$ cat config.mk
export PLATFORM = sky130hd
export DESIGN_NAME = fpwm_timer
export DESIGN_NICKNAME = d
export VERILOG_FILES = /design/src/rtl/fpwm_pkg.sv /design/src/rtl/fpwm_regs.sv /design/src/rtl/fpwm_counter.sv /design/src/rtl/fpwm_channel.sv /design/src/rtl/fpwm_timer.sv
export SDC_FILE = /design/constraint.sdc
export NUM_CORES = 1
export LEC_CHECK = 0
export BUFFER_PORTS_ARGS = -buffer_cell sky130_fd_sc_hd__buf_2
export CORE_MARGIN = 3
export CORE_UTILIZATION = 60
export CTS_CLUSTER_SIZE = 40
export DETAILED_ROUTE_END_ITERATION = 10
export GPL_ROUTABILITY_DRIVEN = 0
export PLACE_DENSITY_LB_ADDON = 0.25
export SLEW_MARGIN = 20
export SYNTH_ARGS = -nofsm -noshare
export SYNTH_HDL_FRONTEND = slang
export SYNTH_SLANG_ARGS = --single-unit
$ cat constraint.sdc
create_clock -name clk -period 3.15 [get_ports clk]
set_input_delay 0.315 -clock clk [delete_from_list [all_inputs] [get_ports clk]]
set_output_delay 0.315 -clock clk [all_outputs]
set_load 0.01 [all_outputs]
$ cat src/rtl/fpwm_pkg.sv
// Package: shared register addresses and the TOP source encoding for the
// fast PWM timer. Assumes a 3-bit register address space.
package fpwm_pkg;

    typedef enum logic [2:0] {
        TOP_FIX8  = 3'd0,
        TOP_FIX9  = 3'd1,
        TOP_FIX10 = 3'd2,
        TOP_CMPA  = 3'd3,
        TOP_CAPT  = 3'd4
    } top_sel_e;

    localparam int ADDR_CTRL  = 0;
    localparam int ADDR_CMP0  = 1;
    localparam int ADDR_CAPT  = 4;
    localparam int ADDR_FLAGS = 5;

    localparam int MODE_LSB   = 3;

    // Map a raw control code onto a TOP source; unused codes fall back to 8-bit.
    function automatic top_sel_e decode_top(input logic [2:0] code);
        case (code)
            3'd1:    return TOP_FIX9;
            3'd2:    return TOP_FIX10;
            3'd3:    return TOP_CMPA;
            3'd4:    return TOP_CAPT;
            default: return TOP_FIX8;
        endcase
    endfunction

endpackage

$ cat src/rtl/fpwm_regs.sv
// Register file of the fast PWM timer: control, compare channels and the
// capture register. Channel 0 is double buffered and loads its active value
// only when load_i is high (a tick at TOP); the other channels and the capture
// register act immediately. Compare writes are masked to the fixed resolution
// while a fixed-TOP mode is active. Assumes one write per cycle.
module fpwm_regs
    import fpwm_pkg::*;
#(
    parameter int CNT_W  = 16,
    parameter int NUM_CH = 3,
    parameter int ADDR_W = 3
) (
    input  logic                           clk,
    input  logic                           rst_n,
    input  logic                           wr_en_i,
    input  logic [ADDR_W-1:0]              wr_addr_i,
    input  logic [CNT_W-1:0]               wr_data_i,
    input  logic                           load_i,
    output top_sel_e                       top_sel_o,
    output logic [NUM_CH-1:0][1:0]         out_mode_o,
    output logic [NUM_CH-1:0][CNT_W-1:0]   cmp_act_o,
    output logic [CNT_W-1:0]               cap_val_o
);

    localparam int CTRL_W = MODE_LSB + 2 * NUM_CH;
    localparam logic [CNT_W-1:0] MASK8  = CNT_W'(2**8 - 1);
    localparam logic [CNT_W-1:0] MASK9  = CNT_W'(2**9 - 1);
    localparam logic [CNT_W-1:0] MASK10 = CNT_W'(2**10 - 1);

    logic [CTRL_W-1:0] ctrl_q;
    logic [CNT_W-1:0]  wr_mask;
    logic              wr_ctrl;
    logic              wr_capt;

    assign wr_ctrl = wr_en_i && (wr_addr_i == ADDR_W'(ADDR_CTRL));
    assign wr_capt = wr_en_i && (wr_addr_i == ADDR_W'(ADDR_CAPT));
    assign top_sel_o = decode_top(ctrl_q[2:0]);

    // Resolution mask applied to compare writes under the current TOP mode.
    always_comb begin
        case (top_sel_o)
            TOP_FIX9:  wr_mask = MASK9;
            TOP_FIX10: wr_mask = MASK10;
            TOP_CMPA,
            TOP_CAPT:  wr_mask = '1;
            default:   wr_mask = MASK8;
        endcase
    end

    // Control register holding the TOP select and per-channel output modes.
    always_ff @(posedge clk) begin
        if (!rst_n)
            ctrl_q <= '0;
        else if (wr_ctrl)
            ctrl_q <= wr_data_i[CTRL_W-1:0];
    end

    // Capture register: unbuffered, never masked.
    always_ff @(posedge clk) begin
        if (!rst_n)
            cap_val_o <= '0;
        else if (wr_capt)
            cap_val_o <= wr_data_i;
    end

    for (genvar ch = 0; ch < NUM_CH; ch++) begin : g_ch
        logic wr_cmp;
        assign wr_cmp = wr_en_i && (wr_addr_i == ADDR_W'(ADDR_CMP0 + ch));
        assign out_mode_o[ch] = ctrl_q[MODE_LSB + 2*ch +: 2];

        if (ch == 0) begin : g_buffered
            logic [CNT_W-1:0] buf_q;
            logic [CNT_W-1:0] act_q;

            // Buffer catches every write to channel 0.
            always_ff @(posedge clk) begin
                if (!rst_n)
                    buf_q <= '0;
                else if (wr_cmp)
                    buf_q <= wr_data_i & wr_mask;
            end

            // Active value follows the buffer only at a TOP restart.
            always_ff @(posedge clk) begin
                if (!rst_n)
                    act_q <= '0;
                else if (load_i)
                    act_q <= buf_q;
            end

            assign cmp_act_o[ch] = act_q;
        end else begin : g_direct
            logic [CNT_W-1:0] val_q;

            // Unbuffered compare value for the remaining channels.
            always_ff @(posedge clk) begin
                if (!rst_n)
                    val_q <= '0;
                else if (wr_cmp)
                    val_q <= wr_data_i & wr_mask;
            end

            assign cmp_act_o[ch] = val_q;
        end
    end

endmodule

$ cat src/rtl/fpwm_counter.sv
// Up-counter of the fast PWM timer with TOP selection. Counts one per tick,
// returns to zero on the tick where it equals TOP, and otherwise rolls over
// from all-ones to zero. Assumes CNT_W is at least 10.
module fpwm_counter
    import fpwm_pkg::*;
#(
    parameter int CNT_W = 16
) (
    input  logic             clk,
    input  logic             rst_n,
    input  logic             tick_i,
    input  top_sel_e         top_sel_i,
    input  logic [CNT_W-1:0] cmpa_i,
    input  logic [CNT_W-1:0] cap_i,
    output logic [CNT_W-1:0] cnt_o,
    output logic [CNT_W-1:0] top_o,
    output logic             at_top_o,
    output logic             wrap_o
);

    localparam logic [CNT_W-1:0] TOP8  = CNT_W'(2**8 - 1);
    localparam logic [CNT_W-1:0] TOP9  = CNT_W'(2**9 - 1);
    localparam logic [CNT_W-1:0] TOP10 = CNT_W'(2**10 - 1);

    // Select the TOP value for the present mode.
    always_comb begin
        case (top_sel_i)
            TOP_FIX9:  top_o = TOP9;
            TOP_FIX10: top_o = TOP10;
            TOP_CMPA:  top_o = cmpa_i;
            TOP_CAPT:  top_o = cap_i;
            default:   top_o = TOP8;
        endcase
    end

    assign at_top_o = (cnt_o == top_o);
    assign wrap_o   = at_top_o || (&cnt_o);

    // Count on each tick; restart from zero after TOP.
    always_ff @(posedge clk) begin
        if (!rst_n)
            cnt_o <= '0;
        else if (tick_i)
            cnt_o <= at_top_o ? '0 : cnt_o + 1'b1;
    end

endmodule

$ cat src/rtl/fpwm_channel.sv
// One compare channel: match flag with write-one-to-clear, the single-slope
// waveform state and the output mode mux. The set from a wrap wins over a
// clear from a match on the same tick; a flag set wins over its clear.
module fpwm_channel #(
    parameter int CNT_W = 16
) (
    input  logic             clk,
    input  logic             rst_n,
    input  logic             tick_i,
    input  logic [CNT_W-1:0] cnt_i,
    input  logic [CNT_W-1:0] cmp_i,
    input  logic             wrap_i,
    input  logic [1:0]       mode_i,
    input  logic             clr_i,
    output logic             flag_o,
    output logic             pin_o
);

    logic match;
    logic wave_q;

    assign match = (cnt_i == cmp_i);

    // Match flag: set on a matching tick, else cleared by software.
    always_ff @(posedge clk) begin
        if (!rst_n)
            flag_o <= 1'b0;
        else if (tick_i && match)
            flag_o <= 1'b1;
        else if (clr_i)
            flag_o <= 1'b0;
    end

    // Waveform: high from the wrap to zero, low after the match.
    always_ff @(posedge clk) begin
        if (!rst_n)
            wave_q <= 1'b0;
        else if (tick_i) begin
            if (wrap_i)
                wave_q <= 1'b1;
            else if (match)
                wave_q <= 1'b0;
        end
    end

    // Output mode: 2 non-inverted, 3 inverted, others held low.
    always_comb begin
        case (mode_i)
            2'd2:    pin_o = wave_q;
            2'd3:    pin_o = ~wave_q;
            default: pin_o = 1'b0;
        endcase
    end

endmodule

$ cat src/rtl/fpwm_timer.sv
// Top of the fast PWM timer: register file, counter, compare channels and the
// overflow and capture-as-TOP flags. Counter, flag and buffer updates happen
// only on ticks; writes are accepted on any cycle.
module fpwm_timer
    import fpwm_pkg::*;
#(
    parameter int CNT_W  = 16,
    parameter int NUM_CH = 3,
    parameter int ADDR_W = 3
) (
    input  logic              clk,
    input  logic              rst_n,
    input  logic              tick_i,
    input  logic              wr_en_i,
    input  logic [ADDR_W-1:0] wr_addr_i,
    input  logic [CNT_W-1:0]  wr_data_i,
    output logic [CNT_W-1:0]  count_o,
    output logic              ovf_flag_o,
    output logic [NUM_CH-1:0] cmp_flag_o,
    output logic              cap_flag_o,
    output logic [NUM_CH-1:0] pwm_o
);

    localparam int FLAG_W = NUM_CH + 2;

    top_sel_e                      top_sel;
    logic [NUM_CH-1:0][1:0]        out_mode;
    logic [NUM_CH-1:0][CNT_W-1:0]  cmp_act;
    logic [CNT_W-1:0]              cap_val;
    logic [CNT_W-1:0]              top_val;
    logic                          at_top;
    logic                          wrap;
    logic                          restart;
    logic [FLAG_W-1:0]             flag_clr;

    assign restart  = tick_i && at_top;
    assign flag_clr = (wr_en_i && (wr_addr_i == ADDR_W'(ADDR_FLAGS)))
                      ? wr_data_i[FLAG_W-1:0] : '0;

    fpwm_regs #(.CNT_W(CNT_W), .NUM_CH(NUM_CH), .ADDR_W(ADDR_W)) u_regs (
        .clk        (clk),
        .rst_n      (rst_n),
        .wr_en_i    (wr_en_i),
        .wr_addr_i  (wr_addr_i),
        .wr_data_i  (wr_data_i),
        .load_i     (restart),
        .top_sel_o  (top_sel),
        .out_mode_o (out_mode),
        .cmp_act_o  (cmp_act),
        .cap_val_o  (cap_val)
    );

    fpwm_counter #(.CNT_W(CNT_W)) u_cnt (
        .clk       (clk),
        .rst_n     (rst_n),
        .tick_i    (tick_i),
        .top_sel_i (top_sel),
        .cmpa_i    (cmp_act[0]),
        .cap_i     (cap_val),
        .cnt_o     (count_o),
        .top_o     (top_val),
        .at_top_o  (at_top),
        .wrap_o    (wrap)
    );

    for (genvar ch = 0; ch < NUM_CH; ch++) begin : g_chan
        fpwm_channel #(.CNT_W(CNT_W)) u_chan (
            .clk    (clk),
            .rst_n  (rst_n),
            .tick_i (tick_i),
            .cnt_i  (count_o),
            .cmp_i  (cmp_act[ch]),
            .wrap_i (wrap),
            .mode_i (out_mode[ch]),
            .clr_i  (flag_clr[ch+1]),
            .flag_o (cmp_flag_o[ch]),
            .pin_o  (pwm_o[ch])
        );
    end

    // Overflow flag: set at each TOP restart, set wins over the clear.
    always_ff @(posedge clk) begin
        if (!rst_n)
            ovf_flag_o <= 1'b0;
        else if (restart)
            ovf_flag_o <= 1'b1;
        else if (flag_clr[0])
            ovf_flag_o <= 1'b0;
    end

    // Capture flag: set at a restart while the capture register is TOP.
    always_ff @(posedge clk) begin
        if (!rst_n)
            cap_flag_o <= 1'b0;
        else if (restart && (top_sel == TOP_CAPT))
            cap_flag_o <= 1'b1;
        else if (flag_clr[FLAG_W-1])
            cap_flag_o <= 1'b0;
    end

endmodule

# --- Word-level counts from Yosys, hierarchy flattened ---
# Cells that the tools add are included.
word_totals:
  romBits: 0
  n_memories: 0
  latchBits: 0
  in_bits: 23
  out_inout_bits: 24
  regBits: 113
  wordCells: 93
  mem_bits_rw: 0
classes:
  mux: 24
  bitwise: 4
  eq_ne: 23
  addsub: 1
  reduce_logical: 26
  multipliers: 0
  n_lt_le_gt_ge: 0
  div: 0
  shift: 0
ops:
  columns: ["cell", "n"]
  rows:
  - ["$eq 16x16->1", 4]
  - ["$pmux 16 s4", 1]
  - ["$pmux 16 s3", 1]
  - ["$eq 3x2->1 const B", 6]
  - ["$add 16x1->16 const B", 1]
  - ["$and 16x16->16", 1]
  - ["$mux 1", 16]
  - ["$mux 16", 1]
  - ["$reduce_and 16->1", 1]
  - ["$reduce_bool 2->1", 8]
  - ["$eq 2x2->1 const B", 6]
  - ["$eq 3x3->1 const B", 4]
  - ["$pmux 3 s4", 1]
  - ["$logic_and 1x1->1", 11]
  - ["$eq 3x1->1 const B", 3]
  - ["$pmux 1 s2", 3]
  - ["$reduce_and 2->1", 3]
  - ["$mux 5", 1]
  - ["$logic_not 3->1", 1]
  - ["$not 1->1", 3]
  - ["$reduce_or 2->1", 1]
  - ["$logic_or 1x1->1", 1]

# --- Logic depth before layout (Yosys ltp) ---
logic_depth:
  depth_word: 8
  depth_mapped: 10
  ltp_nobuf: 7

# --- Cells and area by module ---
# A second synthesis with hierarchy kept.
unflattened:
  hier_cells: 662
  area_unflattened_um2: 5931.9
by_module_without_submodules:
  columns: ["module", "seq_area_each_um2", "area_each_um2", "instances", "cells_per_inst"]
  rows:
  - ["fpwm_regs", 1781.7, 3553.4, 1, 378]
  - ["fpwm_counter", 320.3, 1441.4, 1, 174]
  - ["fpwm_channel", 40.0, 274.0, 3, 32]
  - ["fpwm_timer", 40.0, 115.1, 1, 14]

# --- Worst setup path after synthesis ---
# OpenSTA, ideal clock, no wires.
synth_path:
  path_kind: "register to register"
  start: "register u_regs.ctrl_q[0]"
  end: "register u_regs.g_ch[0].g_buffered.act_q[10]"
  n_path_buf: 4
  period_less_slack_ns: 2.202
  required_time_ns: 3.078
  path_slack_ns: 0.948
  stages_incl_launch_ff: 11
  arrival_time_ns: 2.131
  setup_ns: 0.072
  path_cell_list: "dfxtp_1 buf_4 buf_6 nor4b_4 nor3_1 nand4b_1 nor4_4 and4_1 buf_6 buf_12 mux2i_1"
synth_via:
  elab_chain_cells: 6
  word_cells_on_any_way: 12
  classes_between: "eq/ne: 9; mux: 2; reduce/logical: 1"
synth_lines:
  columns: ["item", "line", "text"]
  rows:
  - ["from (decl)", "fpwm_regs.sv:30", "logic [CTRL_W-1:0] ctrl_q;"]
  - ["from (signal assigned)", "fpwm_regs.sv:55", "ctrl_q <= wr_data_i[CTRL_W-1:0];"]
  - ["$eq 3x3->1 (tied with other cells)", "fpwm_pkg.sv:22", "case (code)"]
  - ["$pmux 3 s4 *", "fpwm_pkg.sv:22", null]
  - ["$eq 3x3->1 (tied with other cells)", "fpwm_counter.sv:27", "case (top_sel_i)"]
  - ["$pmux 16 s4 *", "fpwm_counter.sv:27", null]
  - ["$eq 16x16->1 *", "fpwm_counter.sv:36", "assign at_top_o = (cnt_o == top_o);"]
  - ["$logic_and 1x1->1 *", "fpwm_timer.sv:36", "assign restart = tick_i && at_top;"]
  - ["to (signal assigned)", "fpwm_regs.sv:88", "act_q <= buf_q;"]
  - ["to (decl)", "fpwm_regs.sv:73", "logic [CNT_W-1:0] act_q;"]
# Mark *: on every way between the ends. The rest lies on a longest branch, timed or not.
# A chain may end at the register's enable or synchronous reset.

# --- Worst setup path after layout ---
layout_path:
  start: "register u_regs.ctrl_q[0]"
  end: "register u_regs.g_ch[0].g_buffered.act_q[13]"
# Same word-level chain as after synthesis.

==> flow_metrics.env <==
export IMPL_start_util_pct=62.8
export IMPL_synth_cell_type_count=56
export IMPL_drt_initial_drc_count=442
export IMPL_cp_num_buf_inv=1
export IMPL_syn2layout_area_growth_pct=13.2
export IMPL_dieHeight_um=102
export IMPL_fp_row_count=34
export IMPL_grt_pass1_vias=4749
export IMPL_drt_pass1_iterations=6
export IMPL_gr_usage_met2_pct=49.7
export IMPL_min_from="wr_data_i[9]"
export IMPL_synthDominantCellAreaShare_pct=40.7
export IMPL_dp_hpwl_mm=10.4
export IMPL_drtAntennaViolNets=0
export IMPL_synth_edf_count=0
export IMPL_cts_sinks=113
export IMPL_io_pins=47
export IMPL_fin_tns_setup_ns=0
export IMPL_clkSlewWorstSetupHoldPaths_ns=0.05
export IMPL_cts_root_buf="clkbuf_8"
export IMPL_synthTopCellsByArea="dfxtp_1 41%, nand2_1 12%, xor2_1 8.8%"
export IMPL_viasPerCell=6.19
export IMPL_finalSetupViolations=0
export IMPL_yosysTopAreaCell="dfxtp_1"
export IMPL_syn_cell_area_um2=5560
export IMPL_layout_worst_path_cycle_share_pct=90.9
export IMPL_worstMarginPinSlew_ns=0.845
export IMPL_path_delay_family="simple AND/OR/NAND/NOR gates"
export IMPL_yosysWarnings=0
export IMPL_ys_seq_elements=113
export IMPL_die_w_um=102
export IMPL_max_freq_ghz=0.349
export IMPL_min_period_ns=2.86
export IMPL_clock_latency_ns=0.52
export IMPL_path_max_fanout=24
export IMPL_final_nets=717
export IMPL_status="finished clean"
export IMPL_seq_area_frac_synth_pct=40.7
export IMPL_io_buffers=46
export IMPL_cp_data_required_time_ns=3.59
export IMPL_placed_area_um2=5680
export IMPL_tritoncts="built"
export IMPL_grt_pass1_wl_mm=24.7
export IMPL_syn_area_per_cell_um2=8.14
export IMPL_hold_path_class="input port to flop"
export IMPL_diodes=0
export IMPL_cpPeakStageDelay_ns=0.86
export IMPL_p_per_area_nw_per_um2=579
export IMPL_cp_end_kind="flop"
export IMPL_cts_buffers=17
export IMPL_cts_hold_buffers=0
export IMPL_vias=5029
export IMPL_rsz0062_at_grt="no"
export IMPL_crit_start="u_regs.ctrl_q[0]"
export IMPL_maxCapViolations=0
export IMPL_cts_max_path_buffers=2
export IMPL_wl_per_cell_um=19.2
export IMPL_die_area_um2=10500
export IMPL_grt_remaining_overflow=0
export IMPL_grt_use_total_pct=31.3
export IMPL_drt_total_wl_mm=15.6
export IMPL_met3_usage_pct=6.28
export IMPL_relSlewSlack_pct=43.2
export IMPL_grt_start_max_net_pins=74
export IMPL_h_tree_depth=4
export IMPL_route_detailed_drc=0
export IMPL_rr_startpoint="u_regs.ctrl_q[0]"
export IMPL_cp_arrival_ns=3.30
export IMPL_antenna_found_initial=0
export IMPL_synth_main_ff_cell="dfxtp_1"
export IMPL_slew_violations=0
export IMPL_final_setup_skew_ns=0.0132
export IMPL_async_flop_share_pct=0
export IMPL_grt_use_met1_pct=41.8
export IMPL_power_leakage_nw=2.58
export IMPL_path_class="flop to flop"
export IMPL_crit_chain="or3b_1, o22ai_2, xnor2_1, nor4_2, and4_1, buf_4, mux2i_1"
export IMPL_postCtsSetupBuffers=0
export IMPL_core_um2=8850
export IMPL_grt_busiest_layer="met2"
export IMPL_syn_num_nets=707
export IMPL_design_area_um2=6290
export IMPL_irDropWorstVdd_mv=0.531
export IMPL_startpoint_type="flop"
export IMPL_cp_slowest_cell="dfxtp_1"
export IMPL_finalHoldViolCount=0
export IMPL_layout_drive_gt1_share_pct=13.5
export IMPL_post_cts_resize_count=0
export IMPL_netlist_instances=683
-- cells in the final DEF, fill, tap and decap left out, types with 3 or more instances in the layout --
| master | netlist | routed |
|---|---|---|
| nor2_1 | 7 | 7 |
| clkinv_2 | 0 | 3 |
| and3b_1 | 3 | 3 |
| clkbuf_16 | 0 | 16 |
| and2_1 | 4 | 4 |
| mux2i_1 | 16 | 16 |
| nor4b_1 | 3 | 3 |
| nand3_1 | 29 | 29 |
| bufinv_16 | 0 | 4 |
| nand2b_1 | 4 | 4 |
| buf_4 | 8 | 6 |
| nand2_1 | 177 | 177 |
| xnor2_1 | 16 | 16 |
| nand4b_1 | 9 | 9 |
| nor3_1 | 19 | 19 |
| a21oi_1 | 79 | 79 |
| nand4_1 | 7 | 7 |
| nand4bb_1 | 3 | 3 |
| dfxtp_1 | 113 | 113 |
| buf_2 | 3 | 46 |
| clkbuf_8 | 0 | 4 |
| xor2_1 | 56 | 56 |
| and3_1 | 10 | 10 |
| o21ai_0 | 4 | 4 |
| a31oi_1 | 4 | 4 |
| nor4_1 | 11 | 11 |
| nor2b_1 | 4 | 4 |
-- metrics by stage --
step	worst slack, ns	util (%)	total power [W]	cells	hold slack (ns)
final	0.287	71.1	0.00365	812	0.0827
after global routing	0.0603	71.1	0.00373	812	0.0859
after CTS	0.333	71.1	0.00364	812	0.0824
after detailed placement	0.449	64.2	0.00168	782	0.442
after global placement	0.557	64.2	0.00168	782	0.441
after floorplan	0.948	-	0.00161	683	0.431
-- cells in the mapped netlist (2+ instances only) --
cell type,count
nand4_1,7
nor2_1,7
nor4bb_1,2
a31o_2,2
dfxtp_1,113
inv_1,2
o21a_1,2
buf_1,2
and2_1,4
o22ai_2,2
xor2_1,56
xnor2_1,16
o22ai_1,2
a21boi_0,2
a21o_1,2
a22oi_1,2
nor3_1,19
nor4b_1,3
nand2_1,177
nor2b_1,4
a31oi_1,4
nand3_1,29
a21oi_1,79
nor4_2,2
and3_1,10
o21ai_0,4
buf_2,3
and4bb_1,2
and4_1,2
nand2b_1,4
nand4bb_1,3
clkbuf_1,44
nand3b_1,2
or3_1,2
buf_6,4
nand4b_1,9
mux2i_1,16
and3b_1,3
nor4_1,11
buf_4,8
-- report_power, final --
group          internal (W)  switching, W
Combinational     0.0000600      0.000122
Clock               0.00133      0.000656
Sequential          0.00145     0.0000238
-- area by class of cell --
type / count / area (um^2)
multi-input combinational: 505 / 2970
inverter: 3 / 11.3
sequential: 113 / 2260
clock buffer: 20 / 455
tap: 108 / 135
fill: 689 / 2560
timing repair buffer: 53 / 295
clock inverter: 10 / 159
-- tightest hold or removal path, stage by stage --
cell and delay (ns):
buf_2 0.12, nand2_1 0.05, a21oi_1 0.05
-- logic make-up (layout without fill, tap and decap cells) --
| logic type | Yosys count | count (layout) | synth area share (%) |
|---|---|---|---|
| adders and majority gates | 1 | 1 | 0.225 |
| muxes | 16 | 16 | 2.88 |
| AOI/OAI and AO/OA | 106 | 106 | 10.8 |
| xor gates and xnor gates | 72 | 72 | 11.3 |
| DFF | 113 | 113 | 40.7 |
| and+or+nand+nor | 310 | 310 | 28.3 |
| buffers and inverters | 65 | 86 | 5.83 |
-- flip-flops by register name, summed over array words and instances (netlist names) --
name / cells
g_chan.u_chan.wave_q: 3
u_regs.g_ch.g_direct.val_q: 32
g_chan.u_chan.flag_o: 3
u_regs.g_ch.g_buffered.act_q: 16
u_regs.cap_val_o: 16
cap_flag_o: 1
ovf_flag_o: 1
u_regs.g_ch.g_buffered.buf_q: 16
u_regs.ctrl_q: 9
u_cnt.cnt_o: 16
-- routing by layer --
| metal | routed length (um) | share of wire [%] |
|---|---|---|
| met5 | 0 | 0 |
| met4 | 593 | 3.8 |
| met2 | 7370 | 47 |
| met1 | 6480 | 41 |
| met3 | 1190 | 7.6 |
-- final timing paths --
check                                                      endpoint  slack, ns  cells after the start
worst max-delay path            u_regs.g_ch[0].g_buffered.act_q[13]       0.29                      7
worst min-delay path                            u_regs.cap_val_o[9]       0.08                      3
worst max register to register  u_regs.g_ch[0].g_buffered.act_q[13]       0.29                      7
worst min register to register                     u_regs.ctrl_q[6]       0.45                      2
(Power assumes the default switching activity.)
